### config.mk
export PLATFORM = sky130hd
export DESIGN_NAME = alu8_core
export DESIGN_NICKNAME = d
export VERILOG_FILES = /design/src/rtl/alu8_pkg.sv /design/src/rtl/alu8_arith.sv /design/src/rtl/alu8_logic.sv /design/src/rtl/alu8_shift.sv /design/src/rtl/alu8_core.sv
export SDC_FILE = /design/constraint.sdc
export NUM_CORES = 1
export LEC_CHECK = 0
export ABC_AREA = 1
export BUFFER_PORTS_ARGS = -buffer_cell sky130_fd_sc_hd__buf_2
export CORE_UTILIZATION = 42
export DETAILED_ROUTE_END_ITERATION = 8
export PLACE_DENSITY_LB_ADDON = 0.15
export SLEW_MARGIN = 20
export SYNTH_ARGS = -nofsm -noshare
export SYNTH_HDL_FRONTEND = slang
export SYNTH_SLANG_ARGS = --single-unit
### constraint.sdc
create_clock -name vclk -period 1.9
set_input_delay 0.19 -clock vclk [all_inputs]
set_output_delay 0.19 -clock vclk [all_outputs]
set_load 0.03 [all_outputs]
### src/rtl/alu8_pkg.sv
package alu8_pkg;
  localparam int OP_W = 4;

  typedef enum logic [OP_W-1:0] {
    OP_ADD = 4'd0,
    OP_SUB = 4'd1,
    OP_AND = 4'd2,
    OP_OR  = 4'd3,
    OP_XOR = 4'd4,
    OP_NOT = 4'd5,
    OP_SHL = 4'd6,
    OP_SHR = 4'd7,
    OP_ROL = 4'd8,
    OP_ROR = 4'd9
  } alu_op_e;
endpackage

### src/rtl/alu8_arith.sv
module alu8_arith #(
  parameter int WIDTH = 8
) (
  input  logic [WIDTH-1:0] a,
  input  logic [WIDTH-1:0] b,
  output logic [WIDTH-1:0] sum,
  output logic             sum_c,
  output logic [WIDTH-1:0] diff,
  output logic             diff_borrow
);
  logic [WIDTH:0] sum_w;
  logic [WIDTH:0] diff_w;

  always_comb begin
    sum_w       = {1'b0, a} + {1'b0, b};
    diff_w      = {1'b0, a} - {1'b0, b};
    sum         = sum_w[WIDTH-1:0];
    sum_c       = sum_w[WIDTH];
    diff        = diff_w[WIDTH-1:0];
    diff_borrow = diff_w[WIDTH];
  end
endmodule

### src/rtl/alu8_logic.sv
module alu8_logic #(
  parameter int WIDTH = 8
) (
  input  logic [WIDTH-1:0] a,
  input  logic [WIDTH-1:0] b,
  output logic [WIDTH-1:0] and_o,
  output logic [WIDTH-1:0] or_o,
  output logic [WIDTH-1:0] xor_o,
  output logic [WIDTH-1:0] not_o
);
  for (genvar i = 0; i < WIDTH; i++) begin : g_bit
    assign and_o[i] = a[i] & b[i];
    assign or_o[i]  = a[i] | b[i];
    assign xor_o[i] = a[i] ^ b[i];
    assign not_o[i] = ~a[i];
  end
endmodule

### src/rtl/alu8_shift.sv
module alu8_shift #(
  parameter int WIDTH   = 8,
  parameter bit LEFT    = 1'b1,
  localparam int CNT_W  = $clog2(WIDTH)
) (
  input  logic [WIDTH-1:0] a,
  input  logic [CNT_W-1:0] cnt,
  output logic [WIDTH-1:0] shifted,
  output logic [WIDTH-1:0] rotated,
  output logic             last_out
);
  logic [2*WIDTH-1:0] ext;
  logic               cnt_nz;

  assign cnt_nz = |cnt;

  if (LEFT) begin : g_left
    // value in low half; bits pushed past the top land in the upper half
    assign ext      = {{WIDTH{1'b0}}, a} << cnt;
    assign shifted  = ext[WIDTH-1:0];
    assign rotated  = ext[WIDTH-1:0] | ext[2*WIDTH-1:WIDTH];
    assign last_out = cnt_nz & ext[WIDTH];
  end else begin : g_right
    // value in upper half; bits pushed past the bottom land in the lower half
    assign ext      = {a, {WIDTH{1'b0}}} >> cnt;
    assign shifted  = ext[2*WIDTH-1:WIDTH];
    assign rotated  = ext[2*WIDTH-1:WIDTH] | ext[WIDTH-1:0];
    assign last_out = cnt_nz & ext[WIDTH-1];
  end
endmodule

### src/rtl/alu8_core.sv
module alu8_core #(
  parameter int WIDTH  = 8,
  localparam int CNT_W = $clog2(WIDTH)
) (
  input  logic [3:0]       op_sel,
  input  logic [WIDTH-1:0] opnd_a,
  input  logic [WIDTH-1:0] opnd_b,
  output logic [WIDTH-1:0] result,
  output logic             flag_c,
  output logic             flag_z
);
  import alu8_pkg::*;

  logic [WIDTH-1:0] sum, diff, and_v, or_v, xor_v, not_v;
  logic             sum_c, diff_bw;
  logic [WIDTH-1:0] shl_v, shr_v, rol_v, ror_v;
  logic             lc, rc;
  logic [CNT_W-1:0] cnt;

  assign cnt = opnd_b[CNT_W-1:0];

  alu8_arith #(.WIDTH(WIDTH)) u_arith (
    .a(opnd_a), .b(opnd_b), .sum(sum), .sum_c(sum_c),
    .diff(diff), .diff_borrow(diff_bw)
  );

  alu8_logic #(.WIDTH(WIDTH)) u_logic (
    .a(opnd_a), .b(opnd_b), .and_o(and_v), .or_o(or_v),
    .xor_o(xor_v), .not_o(not_v)
  );

  alu8_shift #(.WIDTH(WIDTH), .LEFT(1'b1)) u_left (
    .a(opnd_a), .cnt(cnt), .shifted(shl_v), .rotated(rol_v), .last_out(lc)
  );

  alu8_shift #(.WIDTH(WIDTH), .LEFT(1'b0)) u_right (
    .a(opnd_a), .cnt(cnt), .shifted(shr_v), .rotated(ror_v), .last_out(rc)
  );

  always_comb begin
    result = '0;
    flag_c = 1'b0;
    case (op_sel)
      OP_ADD: begin result = sum;  flag_c = sum_c;   end
      OP_SUB: begin result = diff; flag_c = diff_bw; end
      OP_AND: result = and_v;
      OP_OR:  result = or_v;
      OP_XOR: result = xor_v;
      OP_NOT: result = not_v;
      OP_SHL: begin result = shl_v; flag_c = lc; end
      OP_SHR: begin result = shr_v; flag_c = rc; end
      OP_ROL: begin result = rol_v; flag_c = lc; end
      OP_ROR: begin result = ror_v; flag_c = rc; end
      default: ;  // unused codes
    endcase
    flag_z = (result == '0);
  end

  // Assertions relate the muxed outputs to the operands.
  always_comb begin
    if (op_sel == OP_ADD)
      assert_add_sum_R1: assert ({flag_c, result} == ({1'b0, opnd_a} + {1'b0, opnd_b}))
        else $error("add mismatch");
    if (op_sel == OP_SUB)
      assert_sub_borrow_R2: assert (((result + opnd_b) == opnd_a) && (flag_c == (opnd_b > opnd_a)))
        else $error("subtract mismatch");
    if (op_sel inside {OP_AND, OP_OR, OP_XOR, OP_NOT})
      assert_logic_no_carry_R3: assert (!flag_c) else $error("logic op set carry");
    if ((op_sel inside {OP_SHL, OP_SHR, OP_ROL, OP_ROR}) && (cnt == '0))
      assert_zero_count_R7: assert ((result == opnd_a) && !flag_c)
        else $error("zero count altered value");
    if (op_sel inside {OP_ROL, OP_ROR})
      assert_rot_keeps_ones_R5: assert ($countones(result) == $countones(opnd_a))
        else $error("rotate lost bits");
    if ((op_sel == OP_ROL) && (cnt != '0))
      assert_rol_carry_R5: assert (flag_c == result[0]) else $error("rol carry");
    if ((op_sel == OP_ROR) && (cnt != '0))
      assert_ror_carry_R5: assert (flag_c == result[WIDTH-1]) else $error("ror carry");
    if (op_sel > 4'd9)
      assert_unused_op_R9: assert ((result == '0) && !flag_c && flag_z)
        else $error("unused op not cleared");
    if ((op_sel == OP_NOT) && (opnd_a == '1))
      assert_not_zero_R8: assert (flag_z) else $error("zero flag missed");
  end
endmodule

==> results of run 1 <==
[cells by family after synthesis]
| family | Yosys count |
|---|---|
| compound gates | 39 |
| xor+xnor | 1 |
| fa+ha+maj | 27 |
| buf+inv | 70 |
| simple gates | 300 |
[per-stage QoR]
step                      total power, W  TNS [ps]  area (um^2)
final                          0.0009492    -365.6         3361
after floorplan                0.0004672    -111.6         2228
after global placement         0.0007628    -535.0         2987
after global routing            0.001021    -600.0         3361
after detailed placement       0.0007756    -785.7         2987
after CTS                      0.0008435    -243.8         3174
[tightest hold or removal path, cell delays in order]
cell,delay [ps]
buf_2,90
ha_1,160
buf_4,110
o21ai_1,60
o221ai_1,70
buf_4,170
[cell type report]
type                       count  share of cell area, %
multi-input combinational    367                  64.59
timing repair buffer         114                  25.80
inverter                      61                  7.111
tap                           67                  2.494
[worst paths after layout]
path / startpoint / endpoint / slack, ps / depth (start not counted)
worst min-delay path: opnd_b[7] / flag_c / 1030 / 6
worst max-delay path: opnd_a[0] / flag_z / -220 / 15
[cell usage after synthesis (all sizes together)]
master,n
nand4,4
xor2,1
o221ai,2
or2,3
nand3,80
ha,25
nand2,162
nand3b,2
buf,6
nor2,47
clkbuf,3
inv,61
and2,2
o22ai,2
a21oi,12
o21ai,19
o21bai,1
fa,2
a21boi,1
o211ai,2
[routing by layer]
layer	track usage, %	routed length, um
met3	1.509	630
met1	40.44	3497
met2	53.29	4058
met5	0	0
met4	13.03	367
[power by group through the flow]
stage / clock, W / sequential [W] / combinational (W)
detailed placement: 0 / 0 / 0.000776
global placement: 0 / 0 / 0.000763
global route: 0 / 0 / 0.00102
CTS: 0 / 0 / 0.000843
floorplan: 0 / 0 / 0.000467
finish: 0 / 0 / 0.000949
[timing repair]
action | 4_1_cts | 5_1_grt
setup buffers | 4 | 3
pin swaps | 23 | 34
setup endpoints to repair | 6 | 10
gates resized for setup | 40 | 72
==> results by group, run 1 <==
Timing
  – Final setup vio count: 3
  – Final min period: 2122 ps
  – Max_slew headroom: 76.94%
  – Fin. Hold Viols: 0
  – Slew @ Worst Pin: 345.5 ps
  – Period utilization: 111.7%
  – Max Clk Rate: approximately 470 MHz
  – Setup ws final: -222.5 ps
  – Max-slew violation count: 0
  – Final hold slack: approximately 1000 ps
  – RSZ-0062 raised after global routing: true

Die
  – Core footprint: between 4000 and 5000 um^2
  – Die height: 73.38 um
  – Row count: 25
  – Die ar.: 5384 um^2
  – IO Count: 30
  – Initial Util: 44.42%
  – Die X: 73.38 um

Logic synthesis
  – XOR/XNOR Fraction of Synth Area: 0.4094%
  – Complex-gate fraction of the synthesized area: 10.23%
  – Simple-Gate Fraction of Synth Area: 60.12%
  – Ranking of synthesized cells by area: nand2_1 28%, nand3_1 19%, ha_1 15%
  – Synth cell types: 27
  – Adder-Cell Fraction of Synth Area: about 16%
  – Largest family of logic cells by synthesized area: simple AND/OR/NAND/NOR gates
  – Warnings from Yosys: 0
  – Syn Inst Count: 437
  – Synth area leader: nand2_1
  – Mux contribution to synthesized area: 0%
  – Area share of the leading cell type in the synthesized netlist: 28.07%
  – Syn_nets: just under 500
  – Syn_area_per_cell: 4.896 um^2
  – Post-Syn Area: 2140 um^2
  – Register area share after synthesis: 0%

Critical path
  – Critical path class: input pin to primary output
  – CP Buf/Inv Count: 4
  – CP Cell Sequence: buf_8, inv_4, ha_4, inv_4, fa_2, nand2_2, nand2_1, o21ai_1, a21oi_1, nor2_1, nand2_2, nor2_1, nand2_1, nor2_4, buf_6
  – CP Max Fanout: 3
  – CP max-delay cell: fa_2
  – Setup crit end kind: primary output
  – Top Family by Delay on Critical Path: simple AND/OR/NAND/NOR gates
  – Critical Path RT: 1710 ps
  – Critical Path Max Stage Delay: between 300 and 400 ps
  – Worst Path Arrival: a little under 2000 ps
  – Startpoint Class: input pin

Detailed routing
  – DRT Wirelength: 8552 um
  – Vias: 3291
  – Pre-antenna DRT Iters: 5
  – WL per Instance: 14.04 um
  – Number of nets with antenna violations after routing: 0
  – DRC viols: 0
  – Number of DRC markers in iteration 0: 282
  – Vias per cell: around 5.4

Final layout
  – Reg area: 0 um^2
  – Most common cell after layout, fill and taps aside: nand2_1
  – Fin util: 69.77%
  – Area grow syn2layout: 57.08%
  – Seq cells: 0
  – Final cell count without fillers: 609
  – Most frequent cells in the layout: 143 x nand2_1, 81 x buf_4, 67 x nand3_1, 35 x inv_1, 29 x nor2_1
  – Layout Nets: about 590
  – # fillers: 464
  – Share of post-route cells with drive strength above 1: 39.30%
  – # diodes: 0
  – Clock buf count: 0
  – Multi-input gate area: between 2000 and 2500 um^2

GRT
  – First-pass GRT wire length: 13050 um
  – GRT overflow: 0
  – Largest net degree at the start of global routing: 20
  – Vias in the first global route: 2911
  – GRT Overall Usage: 31.06%
  – Initial antenna violation count: 0

Power and ir drop
  – Power per cell area: 282.5 nW/um^2
  – Worst vdd ir: 0.1576 mV
  – Pint: ~0.0004 W
  – Logic pwr share: 100.0%
  – Share of power burned in registers: 0%
  – Clk pwr share: 0%
  – Net switching power: 0.0005483 W
  – Leakage: 1.829 nW
  – Sw Ratio: 57.76%

Placement
  – Placed cells: 602
  – IO Port Bufs: 30
  – DP Worst Slack: -357.7 ps
  – Hpwl dp: around 6600 um
  – GP Congestion: ~0.95

Hold path
  – HP Class: input pin to primary output

Clock tree
  – Hold_buf cts: 0

Flow run
  – MaxCap Viol Count: 0

Status
  – Failing checks: setup timing
  – Run status: finished, violations left
No activity file was read; power rests on OpenSTA's default activity.
==> run 2, diff against run 1 <==
- PLACE_DENSITY: unset -> 0.75
- PLACE_DENSITY_LB_ADDON: 0.15 -> unset
==> run 2 against run 1 <==
Compared with the run above: the run still ends with setup timing left; clock-buffer cell count unchanged; fmax up 2.3%; utilization shrank 2.8 points; hold slack lost 45 ps; critical path depth shrank 1; first-iteration DRC count decreased by 9.6%; die area stayed put; final cell count shrank 1.8%; cell area down 4.0%; combinational power is 5.6% lower.
==> results by group, run 2 (synthesized netlist as in run 1, its figures left out) <==
Status
  – Run status: finished, violations left
  – Failing checks: setup timing

Critical path
  – Startpoint Class: input pin
  – Setup crit end kind: primary output
  – Setup crit end: flag_z
  – CP max-delay cell: o21ai_0
  – Most frequent CP cell: buf_4
  – Critical Path Max Stage Delay: 240 ps (-150 ps)
  – Critical Path RT: 1710 ps (about the same)
  – CP Max Fanout: 9 (+6)
  – CP Cell Sequence: buf_8, buf_4, buf_4, nand2_1, nand3_1, nand2_1, nor2_1, o21ai_0, buf_4, nand3_2, nor2_2, nand2_2, nor2_4, buf_6
  – Critical path class: input pin to primary output
  – CP startpoint: opnd_b[0]
  – Worst Path Arrival: 1880 ps (-50 ps)

Die
  – Initial Util: 44.42% (unchanged)
  – Die X: 73.38 um (unchanged)
  – Die ar.: 5384 um^2 (unchanged)
  – Core footprint: 4817 um^2 (unchanged)
  – Row count: 25 (unchanged)
  – IO Count: 30 (unchanged)
  – Die height: 73.38 um (unchanged)

Power and ir drop
  – Post-layout power: 0.0008958 W (-5.6%)
  – Power per cell area: 277.6 nW/um^2 (-1.7%)
  – Worst vdd ir: 0.1471 mV (-6.7%)
  – Leakage: 1.775 nW (-2.9%)

Timing
  – Final setup vio count: 2 (-1)
  – Max_slew headroom: 75.54% (-1.4 points)
  – Final min period: 2075 ps (-47.72 ps)
  – Final hold slack: 989.8 ps (-45.16 ps)
  – Period utilization: 109.2% (-2.5 points)
  – Slew @ Worst Pin: 366.5 ps (+20.92 ps)
  – Max-slew violation count: 0 (unchanged)
  – RSZ-0062 raised after global routing: true
  – Max Clk Rate: 482.0 MHz (+2.3%)
  – Setup ws final: -174.8 ps (+47.72 ps)
  – Fin. Hold Viols: 0 (unchanged)

Final layout
  – Final cell count without fillers: 598 (-1.8%)
  – Most frequent cells in the layout: 147 x nand2_1, 72 x buf_4, 71 x nand3_1, 47 x inv_1, 30 x nor2_1
  – Reg area: 0 um^2 (unchanged)
  – Layout Nets: 580 (-1.9%)
  – Share of post-route cells with drive strength above 1: 33.33% (-6.0 points)
  – Clock buf count: 0 (unchanged)
  – Most common cell after layout, fill and taps aside: nand2_1
  – # diodes: 0 (unchanged)
  – Fin util: 66.99% (-2.8 points)
  – Seq cells: 0 (unchanged)
  – Area grow syn2layout: 50.82%
  – # fillers: 466 (+0.43%)
  – Multi-input gate area: 2133 um^2 (-1.7%)

GRT
  – Initial antenna violation count: 0 (unchanged)
  – Vias in the first global route: 2617 (-10%)
  – Largest net degree at the start of global routing: 20 (unchanged)
  – First-pass GRT wire length: 11940 um (-8.6%)
  – GRT Overall Usage: 28.70% (-2.4 points)
  – GRT overflow: 0 (unchanged)

Detailed routing
  – DRC viols: 0 (unchanged)
  – DRT Wirelength: 8238 um (-3.7%)
  – Number of DRC markers in iteration 0: 255 (-9.6%)
  – Vias per cell: 5.371 (-0.61%)
  – Vias: 3212 (-2.4%)
  – WL per Instance: 13.78 um (-1.9%)
  – Number of nets with antenna violations after routing: 0 (unchanged)
  – Pre-antenna DRT Iters: 5 (unchanged)

Placement
  – Placed cells: 594 (-1.3%)
  – IO Port Bufs: 30 (unchanged)
  – Hpwl dp: 6466 um (-2.0%)
  – GP Congestion: 0.9670 (+1.9%)

Flow run
  – MaxCap Viol Count: 0 (unchanged)

Hold path
  – HP Class: input pin to primary output
-- run 2: metal layers --
metal | vias up | GRT usage [%] | share of wire [%]
met5 | - | 0 | 0
met4 | 0 | 10.47 | 4.1
met3 | 30 | 0.9602 | 8.3
met2 | 169 | 47.12 | 46
met1 | 1422 | 39.92 | 41
li1 | 1591 | - | -
-- run 2: report_power, final --
part           internal (W)  switching [W]  total (W)
combinational      0.000367       0.000529   0.000896
sequential                0              0          0
clock                     0              0          0
-- run 2: how the worst min path moves through the flow --
stage,from,endpoint,slack (ps),cells past startpoint
2_1_floorplan,opnd_b[2],result[1],780,4
3_3_place_gp,opnd_b[2],result[1],980,6
3_5_place_dp,opnd_b[7],flag_c,1000,5
4_1_cts,opnd_b[7],flag_c,970,5
5_1_grt,opnd_b[7],flag_c,1000,5
6_report,opnd_b[7],flag_c,990,5
-- run 2: stage by stage --
stage	TNS (ps)	area [um^2]	setup slack, ps
finish	-283.8	3227	-174.8
global route	-510.4	3227	-242.5
CTS	-236.1	3015	-166.3
detailed placement	-760.8	2939	-345.5
global placement	-536.2	2939	-304.1
floorplan	-111.6	2228	-111.6
-- run 2: worst max-delay path, delay by kind of cell --
| family | cells | cell delay [ps] |
|---|---|---|
| buffers and inverters | 5 | 690 |
| and+or+nand+nor | 8 | 750 |
| AOI/OAI and AO/OA | 1 | 240 |
-- run 2: what timing repair did --
item                       in CTS  in global routing
setup endpoints to repair       7                 10
setup buffers                   0                  4
hold buffers                    0                  0
gates resized for setup        22                 56
pin swaps                       9                 17
-- run 2: final cells by class --
class	instances	area share (%)
well taps	67	2.598
multi-input cells	367	66.11
repair buffers	103	23.96
inverters	61	7.328
